File: src/rtl/lsd_pkg.sv
package lsd_pkg;
  localparam int unsigned REG_IDX_W  = 3;
  localparam int unsigned REG_LAUNCH = 5;
  localparam int unsigned REG_STATUS = 6;

  localparam logic [2:0] TYPE_NWRITE = 3'd1;
  localparam logic [2:0] TYPE_SWRITE = 3'd3;
  localparam logic [2:0] TYPE_LAST   = 3'd5;

  typedef enum logic [1:0] {ST_IDLE, ST_ISSUE, ST_WAIT} ctrlState_e;

  typedef struct packed {
    logic launch;
    logic reject;
    logic overrun;
    logic retire;
    logic retireErr;
  } ctrlStrb_t;

  function automatic logic typeLegal(input logic [2:0] t);
    return t <= TYPE_LAST;
  endfunction

  function automatic logic typePosted(input logic [2:0] t);
    return (t == TYPE_NWRITE) || (t == TYPE_SWRITE);
  endfunction
endpackage

File: src/rtl/lsd_datapath.sv
module lsd_datapath
  import lsd_pkg::*;
#(
  parameter int unsigned CFG_W     = 32,
  parameter int unsigned ADDR_W    = 32,
  parameter int unsigned ID_W      = 16,
  parameter int unsigned CNT_W     = 16,
  parameter int unsigned PRIO_W    = 2,
  parameter int unsigned TID_W     = 8,
  parameter int unsigned MAX_BYTES = 256,
  localparam int unsigned XFER_W   = $clog2(MAX_BYTES + 1)
) (
  input  logic                 clk,
  input  logic                 rstN,
  input  logic                 cfgWrEn,
  input  logic [REG_IDX_W-1:0] cfgAddr,
  input  logic [CFG_W-1:0]     cfgWrData,
  output logic [CFG_W-1:0]     cfgRdData,
  input  ctrlStrb_t            strb,
  input  logic                 busy,
  output logic                 launchWr,
  output logic                 descOk,
  output logic                 curPosted,
  input  logic [TID_W-1:0]     rspTid,
  output logic                 rspMatch,
  output logic [2:0]           hdrType,
  output logic [TID_W-1:0]     curTid,
  output logic [ID_W-1:0]      hdrDest,
  output logic [ADDR_W-1:0]    hdrRemote,
  output logic [ADDR_W-1:0]    hdrLocal,
  output logic [XFER_W-1:0]    hdrCnt,
  output logic [PRIO_W-1:0]    hdrPrio
);
  logic [ADDR_W-1:0] stgLocal, stgRemote;
  logic [ID_W-1:0]   stgDest;
  logic [CNT_W-1:0]  stgCnt;
  logic [PRIO_W-1:0] stgPrio;
  logic [TID_W-1:0]  tidNext;
  logic              errFlag, overrunFlag, compErr;
  logic              clrOverrun;

  assign launchWr   = cfgWrEn && (cfgAddr == REG_IDX_W'(REG_LAUNCH));
  assign clrOverrun = cfgWrEn && (cfgAddr == REG_IDX_W'(REG_STATUS)) && cfgWrData[2];
  assign descOk     = typeLegal(cfgWrData[2:0]) && (stgCnt != '0)
                      && (stgCnt <= CNT_W'(MAX_BYTES));
  assign curPosted  = typePosted(hdrType);
  assign rspMatch   = (rspTid == curTid);

  // staging registers
  always_ff @(posedge clk or negedge rstN) begin
    if (!rstN) begin
      stgLocal  <= '0;
      stgRemote <= '0;
      stgDest   <= '0;
      stgCnt    <= '0;
      stgPrio   <= '0;
    end else if (cfgWrEn) begin
      case (cfgAddr)
        3'd0: stgLocal  <= cfgWrData[ADDR_W-1:0];
        3'd1: stgRemote <= cfgWrData[ADDR_W-1:0];
        3'd2: stgDest   <= cfgWrData[ID_W-1:0];
        3'd3: stgCnt    <= cfgWrData[CNT_W-1:0];
        3'd4: stgPrio   <= cfgWrData[PRIO_W-1:0];
        default: ;
      endcase
    end
  end

  // header latch and hardware ID allocation
  always_ff @(posedge clk or negedge rstN) begin
    if (!rstN) begin
      hdrType   <= '0;
      curTid    <= '0;
      tidNext   <= '0;
      hdrDest   <= '0;
      hdrRemote <= '0;
      hdrLocal  <= '0;
      hdrCnt    <= '0;
      hdrPrio   <= '0;
    end else if (strb.launch) begin
      hdrType   <= cfgWrData[2:0];
      curTid    <= tidNext;
      tidNext   <= tidNext + 1'b1;
      hdrDest   <= stgDest;
      hdrRemote <= stgRemote;
      hdrLocal  <= stgLocal;
      hdrCnt    <= stgCnt[XFER_W-1:0];
      hdrPrio   <= stgPrio;
    end
  end

  // status flags
  always_ff @(posedge clk or negedge rstN) begin
    if (!rstN) begin
      errFlag     <= 1'b0;
      overrunFlag <= 1'b0;
      compErr     <= 1'b0;
    end else begin
      if (strb.reject)      errFlag <= 1'b1;
      else if (strb.launch) errFlag <= 1'b0;
      if (strb.overrun)     overrunFlag <= 1'b1;
      else if (clrOverrun)  overrunFlag <= 1'b0;
      if (strb.retire)      compErr <= strb.retireErr;
    end
  end

  always_comb begin
    case (cfgAddr)
      3'd0:    cfgRdData = CFG_W'(stgLocal);
      3'd1:    cfgRdData = CFG_W'(stgRemote);
      3'd2:    cfgRdData = CFG_W'(stgDest);
      3'd3:    cfgRdData = CFG_W'(stgCnt);
      3'd4:    cfgRdData = CFG_W'(stgPrio);
      3'd5:    cfgRdData = CFG_W'(hdrType);
      3'd6:    cfgRdData = CFG_W'({curTid, 4'b0, compErr, overrunFlag, errFlag, busy});
      default: cfgRdData = '0;
    endcase
  end

  AST_TID_STEP: assert property (@(posedge clk) disable iff (!rstN)
    strb.launch |=> (tidNext == curTid + 1'b1));
  AST_HDR_HOLD: assert property (@(posedge clk) disable iff (!rstN)
    busy |=> ($stable(curTid) && $stable(hdrType) && $stable(hdrRemote)));
  AST_REJECT_FLAG: assert property (@(posedge clk) disable iff (!rstN)
    strb.reject |=> errFlag);
endmodule

File: src/rtl/lsd_ctrl.sv
module lsd_ctrl
  import lsd_pkg::*;
(
  input  logic      clk,
  input  logic      rstN,
  input  logic      launchWr,
  input  logic      descOk,
  input  logic      curPosted,
  input  logic      reqReady,
  input  logic      rspValid,
  input  logic      rspMatch,
  input  logic      rspErr,
  output ctrlStrb_t strb,
  output logic      busy,
  output logic      reqValid,
  output logic      donePulse
);
  ctrlState_e state, stateNxt;
  logic idle;

  assign idle     = (state == ST_IDLE);
  assign busy     = !idle;
  assign reqValid = (state == ST_ISSUE);

  always_comb begin
    strb           = '0;
    strb.launch    = launchWr && idle && descOk;
    strb.reject    = launchWr && idle && !descOk;
    strb.overrun   = launchWr && !idle;
    strb.retire    = ((state == ST_ISSUE) && reqReady && curPosted)
                     || ((state == ST_WAIT) && rspValid && rspMatch);
    strb.retireErr = (state == ST_WAIT) && rspErr;
  end

  always_comb begin
    stateNxt = state;
    case (state)
      ST_IDLE:  if (strb.launch) stateNxt = ST_ISSUE;
      ST_ISSUE: if (reqReady) stateNxt = curPosted ? ST_IDLE : ST_WAIT;
      ST_WAIT:  if (rspValid && rspMatch) stateNxt = ST_IDLE;
      default:  stateNxt = ST_IDLE;
    endcase
  end

  always_ff @(posedge clk or negedge rstN) begin
    if (!rstN) begin
      state     <= ST_IDLE;
      donePulse <= 1'b0;
    end else begin
      state     <= stateNxt;
      donePulse <= strb.retire;
    end
  end

  AST_REQ_HOLD: assert property (@(posedge clk) disable iff (!rstN)
    (reqValid && !reqReady) |=> reqValid);
  AST_REJECT_IDLE: assert property (@(posedge clk) disable iff (!rstN)
    (launchWr && idle && !descOk) |=> !busy);
  AST_POSTED_RETIRE: assert property (@(posedge clk) disable iff (!rstN)
    (reqValid && reqReady && curPosted) |=> !busy);
  AST_WAIT_MATCH: assert property (@(posedge clk) disable iff (!rstN)
    ((state == ST_WAIT) && !(rspValid && rspMatch)) |=> busy);
  AST_DONE_ONCE: assert property (@(posedge clk) disable iff (!rstN)
    donePulse |=> !donePulse);
  AST_DONE_AT_CLEAR: assert property (@(posedge clk) disable iff (!rstN)
    $fell(busy) |-> donePulse);
endmodule

File: src/rtl/lsd_top.sv
module lsd_top
  import lsd_pkg::*;
#(
  parameter int unsigned CFG_W     = 32,
  parameter int unsigned ADDR_W    = 32,
  parameter int unsigned ID_W      = 16,
  parameter int unsigned CNT_W     = 16,
  parameter int unsigned PRIO_W    = 2,
  parameter int unsigned TID_W     = 8,
  parameter int unsigned MAX_BYTES = 256,
  localparam int unsigned XFER_W   = $clog2(MAX_BYTES + 1)
) (
  input  logic                 clk,
  input  logic                 rstN,
  input  logic                 cfgWrEn,
  input  logic [REG_IDX_W-1:0] cfgAddr,
  input  logic [CFG_W-1:0]     cfgWrData,
  output logic [CFG_W-1:0]     cfgRdData,
  output logic                 reqValid,
  input  logic                 reqReady,
  output logic [2:0]           reqType,
  output logic [TID_W-1:0]     reqTid,
  output logic [ID_W-1:0]      reqDestId,
  output logic [ADDR_W-1:0]    reqRemoteAddr,
  output logic [ADDR_W-1:0]    reqLocalAddr,
  output logic [XFER_W-1:0]    reqByteCnt,
  output logic [PRIO_W-1:0]    reqPrio,
  input  logic                 rspValid,
  input  logic [TID_W-1:0]     rspTid,
  input  logic                 rspErr,
  output logic                 donePulse
);
  ctrlStrb_t strb;
  logic busy, launchWr, descOk, curPosted, rspMatch;

  lsd_ctrl u_ctrl (
    .clk(clk), .rstN(rstN), .launchWr(launchWr), .descOk(descOk),
    .curPosted(curPosted), .reqReady(reqReady), .rspValid(rspValid),
    .rspMatch(rspMatch), .rspErr(rspErr), .strb(strb), .busy(busy),
    .reqValid(reqValid), .donePulse(donePulse)
  );

  lsd_datapath #(
    .CFG_W(CFG_W), .ADDR_W(ADDR_W), .ID_W(ID_W), .CNT_W(CNT_W),
    .PRIO_W(PRIO_W), .TID_W(TID_W), .MAX_BYTES(MAX_BYTES)
  ) u_dp (
    .clk(clk), .rstN(rstN), .cfgWrEn(cfgWrEn), .cfgAddr(cfgAddr),
    .cfgWrData(cfgWrData), .cfgRdData(cfgRdData), .strb(strb), .busy(busy),
    .launchWr(launchWr), .descOk(descOk), .curPosted(curPosted),
    .rspTid(rspTid), .rspMatch(rspMatch), .hdrType(reqType), .curTid(reqTid),
    .hdrDest(reqDestId), .hdrRemote(reqRemoteAddr), .hdrLocal(reqLocalAddr),
    .hdrCnt(reqByteCnt), .hdrPrio(reqPrio)
  );

  AST_HDR_STABLE: assert property (@(posedge clk) disable iff (!rstN)
    (reqValid && !reqReady) |=> ($stable(reqTid) && $stable(reqLocalAddr)
                                 && $stable(reqByteCnt)));
endmodule

File: config.mk
export PLATFORM = sky130hd
export DESIGN_NAME = lsd_top
export DESIGN_NICKNAME = d
export VERILOG_FILES = /design/src/rtl/lsd_pkg.sv /design/src/rtl/lsd_datapath.sv /design/src/rtl/lsd_ctrl.sv /design/src/rtl/lsd_top.sv
export SDC_FILE = /design/constraint.sdc
export NUM_CORES = 1
export LEC_CHECK = 0
export BUFFER_PORTS_ARGS = -buffer_cell sky130_fd_sc_hd__buf_2
export CAP_MARGIN = 15
export CORE_MARGIN = 1
export CORE_UTILIZATION = 50
export CTS_CLUSTER_SIZE = 10
export DETAILED_ROUTE_END_ITERATION = 16
export GPL_TIMING_DRIVEN = 0
export PLACE_DENSITY = 0.77
export SYNTH_ARGS = -nofsm -noshare
export SYNTH_HDL_FRONTEND = slang
export SYNTH_SLANG_ARGS = --single-unit
File: constraint.sdc
create_clock -name clk -period 2 [get_ports clk]
set_clock_uncertainty 0.15 [all_clocks]
set_input_delay 0.1 -clock clk [delete_from_list [all_inputs] [get_ports clk]]
set_output_delay 0.1 -clock clk [all_outputs]
set_load 0.02 [all_outputs]
==> results <==
- The type of the worst min-delay path is in2reg.
- The number of global-route vias before repair is 6,919.
- In this run the standard cell core region covers 17,960 sq um.
- In the final routed layout, each cell accounts on average for 19.60 microns.
- The detailed placement HPWL is 16,260 microns.
- The combinational power share is 13.9%.
- The TritonCTS buffer count is 25.
- At the worst endpoint, the arrival time is 2430 ps.
- The synthesized design contains 214 register bits.
- The die width is 137.3 microns.
- The last weighted congestion value of the routability-driven placer is 0.8465.
- In this run switching power makes up 25.97% of total power.
- The initial utilization of the core area, before any placement, comes to 50.98%.
- The cell area that synthesis handed to floorplanning was 9158 sq um.
- The internal portion of total power is 7.846 mW.
- The setup check on the worst reg-to-reg path leaves a slack of -190 ps.
- The net switching power is 2.752 mW.
- Summed over all cells, the static leakage comes to 6.566 nW.
- The total design power is 10.60 mW.
- IR analysis of the VDD net gives a maximum drop of 627.1 uV.
- The first global-routing pass estimated 37,780 microns of wire.
- Across every metal layer, demand over resource in global routing totals 26.65%.
- The floorplan step set the die height to 137.3 microns.
- At the worst endpoint, the required time is 2240 ps.
- For this run, the register share of the synthesized area comes to 58.48%.
- Per report_power, the sequential group accounts for 49.3% of the total.
- The post-route minimum period is 2187 ps.
- The synthesized design contains 0 enable-type register cells.
- Per report_power, the clock group accounts for 36.8% of the total.
- The final reports fail on negative setup slack.
- The synthesis warning total is 0.
- In the routed design, unresolved DRC markers number 0.
- Measured in cells, the most critical reg-to-reg path has a length of 7.
- CTS built an H-tree with a depth of 1.
- The peak fanout along the critical path is 5.
- The type of element launching the critical path is a flip-flop.
- The wire length reported by the detailed router is 26,560 microns.
- The first detailed-routing pass ran for 5 iterations.
- Pin placement for this block handled 185 I/O pins.
- Using the TritonRoute via totals, the vias-per-cell ratio works out to 5.488.
- The library cell used most frequently in the layout, excluding fill and tap cells, is sky130_fd_sc_hd__nand2_1.
- The net count after synthesis is 874.
- The top cell types in the final layout, fill and taps aside, are sky130_fd_sc_hd__nand2_1, sky130_fd_sc_hd__dfrtp_1, sky130_fd_sc_hd__buf_2, sky130_fd_sc_hd__mux2_2, sky130_fd_sc_hd__dlygate4sd3_1.
- Based on the critical path, the design can be clocked at up to 457.3 MHz.
- Detailed routing inserted a total of 7,436 vias.
- The flow ran to the end, but the final reports show violations.
- The number of antenna violations at the first check in global routing was 1.
- The worst relative slew slack is 64.63%.
- The count of clock tree sinks is 214.
- Yosys mapped the design onto 39 distinct sky130hd cell types.
- The post-synthesis cell count is 824.
- The initialized floorplan defines 49 standard-cell rows.
- The proportion of layout cells with a drive suffix above 1 is 38.04%.
- The count of final max-slew check failures is 0.
- Max-cap violations in this run came to 0.
- The clock latency at the later pin of the worst-skew pair is 520 ps.
- After clock tree synthesis, the clock-pin slew on the worst setup and hold paths is 50 ps.
- Input and output buffers added on the ports amount to 182.
- The count of fill cells added during filler insertion is 1,262.
- Entering global routing, the biggest net connects 83 pins.
- The TritonCTS clock tree is built.
- The worst register-to-register path begins at u_dp.stgCnt[4].
- Setup slack on the critical path of the routed design comes to -186.9 ps.
- The terminus of the critical flop-to-flop path is u_dp.curTid[2].
- The clock tree root driver cell is sky130_fd_sc_hd__clkbuf_16.
- The clock tree buffer depth is 3.
- After the last flow step, the layout net total stands at 1,171.
- The leftover overflow at the end of global routing is 0.
- The area growth from synthesis to final layout is 36.30%.
- The total count of hold-check failures in the final report is 0.
- The most used flip-flop cell after synthesis is sky130_fd_sc_hd__dfrtp_1.
- By startpoint and endpoint, the worst setup path is classified as reg2reg.
- The post-synthesis async set-or-reset flop share is 100.0%.
- The power per unit of standard cell area is 849.0 nW/um^2.
- The minimum hold slack is 196.8 ps.
- The finished cells cover 12,480 sq um.
- The worst hold path was traced through 3 stages.
- Setup repair after global routing could not meet its margin everywhere.
- The origin of the worst min-delay path is cfgWrData[26].
- The worst setup path is captured at a flip-flop.
- The number of DRC violations after detailed-routing iteration 0 is 479.
- The mean post-synth cell area is 11.11 sq um.
- The instance area after placement is 10,420 sq um.
- The number of nets with antenna violations after routing is 0.
- The sink of the worst hold path is u_dp.stgRemote[26].
- The part of the cycle the worst path needs is 109.3%.
- At the pin with the least slew margin, the transition time is 530.5 ps.
- Setup violations remaining at the end of the flow were counted as 111.
- The floorplan die area is 18,860 sq um.
-- power groups by stage --
stage / Sequential, mW / Combinational [mW] / Clock, mW
after global routing: 5.28 / 1.58 / 4.10
after floorplan: 5.11 / 0.784 / 0
final: 5.23 / 1.47 / 3.90
after CTS: 5.19 / 1.37 / 3.94
after detailed placement: 5.25 / 1.17 / 0
after global placement: 5.23 / 1.11 / 0
-- metrics by stage --
| stage | instances | TNS [ps] | setup WS [ps] | util (%) |
|---|---|---|---|---|
| final | 1355 | -11360 | -186.9 | 69.49 |
| after global routing | 1355 | -17480 | -241.9 | 69.49 |
| after CTS | 1332 | -2025 | -124.4 | 66.39 |
| after detailed placement | 1237 | -41880 | -347.5 | 58.01 |
| after global placement | 1235 | -675830 | -2985 | 57.64 |
| after floorplan | 824 | 0 | 43.42 | - |
-- critical path: stages, from the launching register on --
cell and delay, ps:
sky130_fd_sc_hd__dfrtp_2 430, sky130_fd_sc_hd__nor4_4 350, sky130_fd_sc_hd__buf_4 190, sky130_fd_sc_hd__a21oi_2 70, sky130_fd_sc_hd__o211ai_2 230, sky130_fd_sc_hd__buf_4 170
sky130_fd_sc_hd__buf_6 140, sky130_fd_sc_hd__mux2_2 330
-- registers in the layout, indices dropped and copies added, names as in the netlist, 3 cells and up --
name and count:
u_dp.hdrLocal 32, u_dp.stgCnt 16, u_dp.hdrRemote 32, u_dp.stgDest 16, u_dp.hdrType 3, u_dp.stgRemote 32, u_dp.tidNext 8, u_dp.stgLocal 32
u_dp.curTid 8, u_dp.hdrCnt 9, u_dp.hdrDest 16
-- synth_stat cells (2+ instances only) --
library cell / n / area [sq um]
sky130_fd_sc_hd__mux2_1: 31 / 349.1
sky130_fd_sc_hd__nor3_1: 4 / 20.02
sky130_fd_sc_hd__nor3_2: 2 / 20.02
sky130_fd_sc_hd__nand2_1: 296 / 1111
sky130_fd_sc_hd__mux4_2: 6 / 135.1
sky130_fd_sc_hd__xor2_1: 2 / 17.52
sky130_fd_sc_hd__o221ai_1: 2 / 17.52
sky130_fd_sc_hd__xnor2_1: 13 / 113.9
sky130_fd_sc_hd__inv_1: 4 / 15.01
sky130_fd_sc_hd__dfrtp_1: 214 / 5355
sky130_fd_sc_hd__buf_1: 2 / 7.510
sky130_fd_sc_hd__mux2i_1: 12 / 120.1
sky130_fd_sc_hd__and3_1: 2 / 12.51
sky130_fd_sc_hd__nand3_1: 4 / 20.02
sky130_fd_sc_hd__o21ai_0: 13 / 65.06
sky130_fd_sc_hd__nand4_1: 5 / 31.28
sky130_fd_sc_hd__nor2_1: 16 / 60.06
sky130_fd_sc_hd__a21oi_1: 14 / 70.07
sky130_fd_sc_hd__nor2b_1: 11 / 68.82
sky130_fd_sc_hd__nor4_1: 2 / 12.51
sky130_fd_sc_hd__buf_4: 13 / 97.59
sky130_fd_sc_hd__nor4_2: 2 / 25.02
sky130_fd_sc_hd__buf_2: 21 / 105.1
sky130_fd_sc_hd__clkbuf_1: 12 / 45.04
sky130_fd_sc_hd__nand2b_1: 5 / 31.28
sky130_fd_sc_hd__and2_1: 2 / 12.51
sky130_fd_sc_hd__mux2_2: 79 / 889.6
sky130_fd_sc_hd__a22o_1: 24 / 210.2
-- area by class of cell --
class	count	area (sq um)	share of cell area, %
multi-input combinational	558	3739	29.95
buffer	47	442.9	3.549
inverter	4	15.01	0.1203
antenna	1	2.502	0.02005
tap	229	286.5	2.296
clock inverter	1	8.758	0.07017
timing repair buffer	271	1968	15.77
sequential	214	5365	42.98
clock buffer	30	654.4	5.243
-- layer usage --
| layer | GRT usage (%) | vias to the layer above | wire, microns |
|---|---|---|---|
| met5 | 0 | - | 0 |
| met4 | 8.120 | 0 | 723 |
| met3 | 3.863 | 62 | 1913 |
| met2 | 43.13 | 333 | 12840 |
| met1 | 37.22 | 3709 | 11080 |
| li1 | - | 3332 | - |
-- repair_timing --
item / CTS / global route
hold buffers: 49 / 0
resized for setup: 62 / 92
gates cloned: 2 / 9
buffers inserted: 14 / 14
endpoints found under the setup margin: 131 / 123
pin swaps: 6 / 15
endpoints found under the hold margin: 322 / 0
-- worst max-delay path by stage --
stage / from / to / slack (ps) / cells past startpoint
6_report: u_dp.stgCnt[4] / u_dp.curTid[2] / -190 / 7
5_1_grt: u_dp.stgCnt[4] / u_dp.curTid[2] / -240 / 7
4_1_cts: u_dp.stgRemote[10] / cfgRdData[10] / -120 / 4
3_5_place_dp: cfgAddr[1] / cfgRdData[1] / -350 / 6
3_3_place_gp: rstN / u_dp.hdrLocal[16] / -2980 / 1
2_1_floorplan: u_dp.stgCnt[6] / u_dp.curTid[2] / 40 / 5
-- logic make-up (layout without fill, tap and decap cells) --
group,after synthesis,in the layout,synth area share [%]
fa+ha+maj,1,1,0.1366
other cells,0,1,0
compound gates,59,59,4.550
flops,214,214,58.48
buf+inv,52,353,2.951
xor+xnor,15,15,1.435
mux,128,128,16.31
simple gates,355,355,16.14
Note: power is estimated with default switching activity, not from simulation.
